==> src/rtl/outtest_pkg.sv <==
package outtest_pkg;

    localparam int PIX_W   = 8;
    localparam int CTRL_W  = PIX_W + 2;
    localparam int N_LANES = 2;

    typedef logic [PIX_W-1:0] pix_t;

    // Packed layout follows the control word: [CTRL_W-1:2] pattern, [1] dyn, [0] en
    typedef struct packed {
        pix_t pattern;
        logic dyn;
        logic en;
    } ctrl_t;

    typedef enum logic [1:0] {
        SRC_PASS   = 2'd0,
        SRC_STATIC = 2'd1,
        SRC_RAMP   = 2'd2
    } src_e;

    // Lane 0 feeds port A, lane 1 feeds port B
    typedef struct packed {
        pix_t lane_b;
        pix_t lane_a;
    } pair_t;

    function automatic src_e pick_src(ctrl_t c);
        if (!c.en)
            return SRC_PASS;
        else if (c.dyn)
            return SRC_RAMP;
        else
            return SRC_STATIC;
    endfunction

    function automatic logic ramp_active(ctrl_t c);
        return c.en & c.dyn;
    endfunction

endpackage

==> src/rtl/outtest_ctrl_reg.sv <==
module outtest_ctrl_reg
    import outtest_pkg::*;
(
    input  logic  clk,
    input  logic  rst,
    input  logic  wr_en,
    input  ctrl_t wr_word,
    output ctrl_t ctrl_q
);

    always_ff @(posedge clk) begin
        if (rst)
            ctrl_q <= '0;
        else if (wr_en)
            ctrl_q <= wr_word;
    end

endmodule

==> src/rtl/outtest_ramp.sv <==
module outtest_ramp
    import outtest_pkg::*;
#(
    parameter int STEP = 1
) (
    input  logic clk,
    input  logic rst,
    input  logic run,
    output pix_t value
);

    localparam pix_t STEP_V = pix_t'(STEP);

    // Held at zero whenever the ramp is idle, so every entry starts from 0
    always_ff @(posedge clk) begin
        if (rst || !run)
            value <= '0;
        else
            value <= value + STEP_V;
    end

endmodule

==> src/rtl/outtest_select.sv <==
module outtest_select
    import outtest_pkg::*;
(
    input  ctrl_t ctrl,
    input  pix_t  i_data,
    input  pix_t  q_data,
    input  pix_t  ramp,
    output pair_t nxt
);

    src_e src;

    always_comb begin
        src = pick_src(ctrl);
        unique case (src)
            SRC_STATIC: begin
                nxt.lane_b = ctrl.pattern;
                nxt.lane_a = ~ctrl.pattern;
            end
            SRC_RAMP: begin
                nxt.lane_b = ramp;
                nxt.lane_a = ramp;
            end
            default: begin
                nxt.lane_b = q_data;
                nxt.lane_a = i_data;
            end
        endcase
    end

endmodule

==> src/rtl/outtest_gen.sv <==
module outtest_gen
    import outtest_pkg::*;
(
    input  logic              clk,
    input  logic              rst,
    input  logic              cfg_we,
    input  logic [CTRL_W-1:0] cfg_word,
    input  logic [PIX_W-1:0]  i_data,
    input  logic [PIX_W-1:0]  q_data,
    output logic [PIX_W-1:0]  port_a,
    output logic [PIX_W-1:0]  port_b
);

    ctrl_t ctrl_q;
    pix_t  ramp_v;
    pair_t nxt;
    pix_t  lane_d [N_LANES];
    pix_t  lane_q [N_LANES];

    outtest_ctrl_reg u_ctrl (
        .clk     (clk),
        .rst     (rst),
        .wr_en   (cfg_we),
        .wr_word (ctrl_t'(cfg_word)),
        .ctrl_q  (ctrl_q)
    );

    outtest_ramp #(.STEP(1)) u_ramp (
        .clk   (clk),
        .rst   (rst),
        .run   (ramp_active(ctrl_q)),
        .value (ramp_v)
    );

    outtest_select u_sel (
        .ctrl   (ctrl_q),
        .i_data (i_data),
        .q_data (q_data),
        .ramp   (ramp_v),
        .nxt    (nxt)
    );

    assign lane_d[0] = nxt.lane_a;
    assign lane_d[1] = nxt.lane_b;

    for (genvar g = 0; g < N_LANES; g++) begin : g_lane
        always_ff @(posedge clk) begin
            if (rst)
                lane_q[g] <= '0;
            else
                lane_q[g] <= lane_d[g];
        end
    end

    assign port_a = lane_q[0];
    assign port_b = lane_q[1];

endmodule

==> config.mk <==
export PLATFORM = sky130hd
export DESIGN_NAME = outtest_gen
export DESIGN_NICKNAME = d
export VERILOG_FILES = /design/src/rtl/outtest_pkg.sv /design/src/rtl/outtest_ctrl_reg.sv /design/src/rtl/outtest_ramp.sv /design/src/rtl/outtest_select.sv /design/src/rtl/outtest_gen.sv
export SDC_FILE = /design/constraint.sdc
export NUM_CORES = 1
export LEC_CHECK = 0
export BUFFER_PORTS_ARGS = -buffer_cell sky130_fd_sc_hd__buf_2
export CORE_ASPECT_RATIO = 0.5
export CORE_MARGIN = 3
export CORE_UTILIZATION = 40
export CTS_CLUSTER_SIZE = 8
export DETAILED_ROUTE_END_ITERATION = 6
export GPL_TIMING_DRIVEN = 0
export PLACE_DENSITY = 0.66
export SLEW_MARGIN = 20
export SYNTH_ARGS = -nofsm -noshare
export SYNTH_HDL_FRONTEND = slang
export SYNTH_SLANG_ARGS = --single-unit
export TNS_END_PERCENT = 20
==> constraint.sdc <==
create_clock -name clk -period 1.5 [get_ports clk]
set_input_delay 0.15 -clock clk [delete_from_list [all_inputs] [get_ports clk]]
set_output_delay 0.15 -clock clk [all_outputs]
set_load 0.1 [all_outputs]
# [Yosys cells after proc, flatten, opt, wreduce, memory -nomap -nowiden]
# Memory sizes are Yosys's and may differ from the RTL's.
# Cells that the tools add are included.
# Widths: inputs -> output; s select.
[op_classes] n_bitwise=4 n_addsub=1 n_reduce_logical=2 eq_ne=2 mux=8
[op_table] cell="$pmux 16 s2" n=1
[op_table] cell="$mux 8" n=2
[op_table] cell="$add 8x1->8 const B" n=1
[op_table] cell="$not 8->8" n=1
[op_table] cell="$mux 2" n=2
[op_table] cell="$mux 1" n=3
[op_table] cell="$eq 2x1->1 const B" n=1
[op_table] cell="$eq 2x2->1 const B" n=1
[op_table] cell="$or 1x1->1" n=2
[op_table] cell="$and 1x1->1" n=1
[op_table] cell="$logic_not 1->1" n=1
[op_table] cell="$logic_or 1x1->1" n=1
[word_totals] reg_bits=18 word_cells=22 ramBits=16 mem_count=1
[memory_table] memory="lane_q" depth=2 word_bits=8 read_ports=2 rd_clocked_by_memory_dff=0 wr=2 line="outtest_gen.sv:18" source="pix_t lane_q [N_LANES];"

# [Logic depth before layout (Yosys ltp)]
[depth] ltp_word=5 mapped_depth=5

# [By module]
# A second synthesis with hierarchy kept.
[hier_totals] hier_cells=162 area_unflattened_um2=1546.5
[modules_own_cells] module="outtest_gen" area_each_um2=470.5 n_inst=1 seq_area_each_um2=320.3 cells_per_inst=34
[modules_own_cells] module="outtest_select" area_each_um2=409.1 n_inst=1 seq_area_each_um2=0.0 cells_per_inst=61
[modules_own_cells] module="outtest_ctrl_reg" area_each_um2=352.8 n_inst=1 seq_area_each_um2=200.2 cells_per_inst=32
[modules_own_cells] module="outtest_ramp" area_each_um2=314.1 n_inst=1 seq_area_each_um2=160.2 cells_per_inst=35

# [Worst setup path after synthesis]
# OpenSTA, ideal clock, no wires.
[synth_path] kind="reg-to-reg" start="register u_ramp.value[0]" end="register u_ramp.value[6]" stages_incl_launch_ff=5 n_path_buf=0 path_slack_ps=368 required_time_ps=1430 arrival_time_ps=1062 setup_ps=70 path_cell_list="dfxtp_1 > ha_1 > nand2_1 > or3_1 > a21oi_1"
[synth_between] elab_chain_cells=1
[synth_lines] item="from (decl)" line="outtest_ramp.sv:9" source="output pix_t value"
[synth_lines] item="from (signal assigned)" line="outtest_ramp.sv:19" source="value <= value + STEP_V;"
[synth_lines] item="$add 8x1->8" line="outtest_ramp.sv:19"
# No other way between the ends.
# A chain may end at the register's enable or synchronous reset.

# [Worst setup path in the final report]
[layout_path] start="register u_ramp.value[1]" end="register u_ramp.value[6]"
# The elaborated chain is that of the path after synthesis.

==> key figures <==
Synth
  • Flops & latches, synth: 34
  • Post-Syn Area per Cell: 9.125 um2
  • Cell variety after synth: 21
  • Post-Synthesis Net Count: 180
  • Synth Area in Adders: 0.9141%
  • Sequential share of the synthesized area: around half
  • Warnings, synthesis: 0
  • Proportion of synthesized area in mux cells: 13.16%
  • Main combinational cell family by area after synthesis: simple AND/OR/NAND/NOR gates
  • Mapped Cells: 150
  • Post-synthesis simple-gate area fraction: 15.72%
  • Mapped Area: approximately 1400 um2
  • Synth Area in XOR/XNOR: around 1.9%
  • Synth Area in Compound Gates: roughly 14%

Critical path
  • CP Cell Sequence: ha_1, nand2_1, or3_1, a21oi_1
  • WP data required: roughly 1.7 ns
  • Element type at the critical path end: flip-flop
  • CP peak stage delay: approximately 0.45 ns
  • Startpoint Class: flip-flop
  • CP Data Arrival Time: about 1.5 ns
  • Reg-to-reg setup timing slack: between 0.2 and 0.25 ns
  • CP Class: flip-flop to flip-flop
  • CP Max Fanout: 4
  • Slowest-stage cell, CP: dfxtp_1

Floorplan
  • Die Width: between 80 and 90 um
  • Initial core utilization: 43.66%
  • # rows: 14
  • Die Area: 4203 um2
  • CORE AREA: ~3100 um2
  • Die height: between 40 and 50 um
  • Top-level port count: 45

STA
  • Final setup vio count: 0
  • Max-slew violation count: 0
  • Actual slew at the worst max-slew pin: around 0.49 ns
  • Setup total negative slack: 0 ns
  • Final Skew: 0.006261 ns
  • Fin crit share: between 80% and 90%
  • RSZ-0062 raised after global routing: no
  • Slew headroom: approximately two thirds
  • Min cycle time layout: 1.291 ns
  • Final hold viol count: 0
  • Fmax: approximately 770 MHz

CTS
  • Clk_lat worst skew: about 0.28 ns
  • CTS buffer count: 5
  • Setup bufs post-CTS: 0
  • Root Driver: clkbuf_8
  • Post_cts resized: 0
  • Hold Buf Count CTS: 0
  • CTS sink count: 34
  • CTS tree: built
  • Worst-path clk slew: roughly 0.070 ns
  • H-tree Lvls: 2
  • Max clock buf depth: 2

Placement
  • Inst Count DP: approximately 230
  • Final Wtd Congestion: between 0.7 and 0.8
  • PortBufs: 42
  • DP Wirelength: roughly 2300 um

Global route
  • First-pass GRT wire length: roughly 4400 um
  • All-Layer GR Usage: 14.74%
  • Total gr overflow: 0
  • Largest net degree at the start of global routing: 11
  • Number of global-route vias before repair: between 800 and 900
  • Initial antenna violation count: 0

Hold path
  • Worst hold path type: input pin to flip-flop

Finish
  • Final Non-Filler Cells: 240
  • N_diodes: 0
  • Layout cells sized above 1: 30.00%
  • Area Growth Syn to Fin: 27.06%
  • Net count, final: 229

Routing
  • Number of routed nets with antenna violations: 0
  • Routed WL per cell: roughly 13 um
  • DR DRC count: 0
  • Via-to-Cell Ratio: roughly 4.8
  • DRT Pass-1 Iters: 4
  • Initial drt markers: 66
  • Via Count: between 1000 and 1500
  • Overall routed net length: 3062 um

Outcome
  • Status: finished clean

Job
  • Max Cap Viol: 0

Power and ir drop
  • Power Total: 0.002201 W
  • Power density cells: roughly 1300 nW/um2
  • Pleak: roughly 0.77 nW
  • Maximum vdd drop: 0.4300 mV
area by class of cell:
cell class | count | area, um2
Buffer | 13 | 63.81
Clock buffer | 8 | 110.1
Fill cell | 305 | 1396
Multi-Input combinational cell | 103 | 624.3
Sequential cell | 34 | 680.7
Tap cell | 40 | 50.05
Timing Repair Buffer | 42 | 210.2
power breakdown:
| part | switching, W | total, W | internal [W] | leakage (nW) |
|---|---|---|---|---|
| Clock | 0.000321 | 0.000784 | 0.000464 | 0.0575 |
| Sequential | 0.0000162 | 0.000967 | 0.000951 | 0.281 |
| Combinational | 0.000343 | 0.000450 | 0.000107 | 0.434 |
cells in the mapped netlist:
master	count	share of area (%)
buf_1	1	0.27
and2_1	1	0.46
o21ai_0	3	1.1
buf_4	2	1.1
ha_1	1	0.91
or2_2	1	0.46
nand3_1	2	0.73
clkbuf_2	1	0.37
xor2_1	2	1.3
a21oi_1	11	4.0
nand2_1	3	0.82
a211oi_1	16	8.8
dfxtp_1	34	50
xnor2_1	1	0.64
mux2i_1	18	13
buf_2	5	1.8
or3_1	3	1.4
nor2_1	39	11
clkbuf_1	4	1.1
nand4_1	1	0.46
nand3_2	1	0.73
sequential cells by signal (all words and copies together) (netlist names):
| register | count |
|---|---|
| lane_q | 16 |
| u_ramp.value | 8 |
| u_ctrl.ctrl_q | 10 |
metal layers:
metal  routed length, um  up-vias  global-route usage [%]
met4                  31        0                   4.518
met3                 189        4                   5.429
met2                1275       28                   20.06
met5                   0        -                       0
met1                1565      498                   21.44
li1                    -      614                       -
cell families (layout without fill, tap and decap cells):
| kind of cell | Yosys count | count (layout) |
|---|---|---|
| and+or+nand+nor | 51 | 51 |
| DFF | 34 | 34 |
| AOI/OAI and AO/OA | 30 | 30 |
| muxes | 18 | 18 |
| buffers and inverters | 13 | 63 |
| xor gates and xnor gates | 3 | 3 |
| adders and majority gates | 1 | 1 |
cell usage in the layout, fill, tap and decap left out, drive strengths merged:
master  count
buf        50
nor2       39
dfxtp      34
mux2i      18
a211oi     16
clkbuf     13
a21oi      11
o21ai       3
or3         3
nand2       3
nand3       3
xor2        2
nand4       1
or2         1
xnor2       1
and2        1
ha          1
critical path: cells and delay by family, from the launching register on:
family	cells	cell delay, ns
flops	1	0.45
simple gates	2	0.38
fa+ha+maj	1	0.25
compound gates	1	0.14
path summary, 6_finish.rpt:
kind                         from                to  cells after the start
setup / recovery  u_ramp.value[1]   u_ramp.value[6]                      4
hold / removal        cfg_word[5]  u_ctrl.ctrl_q[5]                      3
setup reg to reg  u_ramp.value[1]   u_ramp.value[6]                      4
hold reg to reg   u_ramp.value[0]   u_ramp.value[0]                      1
through the flow:
step	hold WS (ns)	setup slack [ns]	cell area, um2	utilization [%]
global placement	0.3836	0.2544	1629	51.96
CTS	0.09917	0.2237	1739	55.47
global route	0.1052	0.1144	1739	55.47
detailed placement	0.3919	0.2432	1629	51.96
finish	0.1029	0.2086	1739	55.47
floorplan	0.2972	0.3679	1369	-
(Power assumes the default switching activity.)
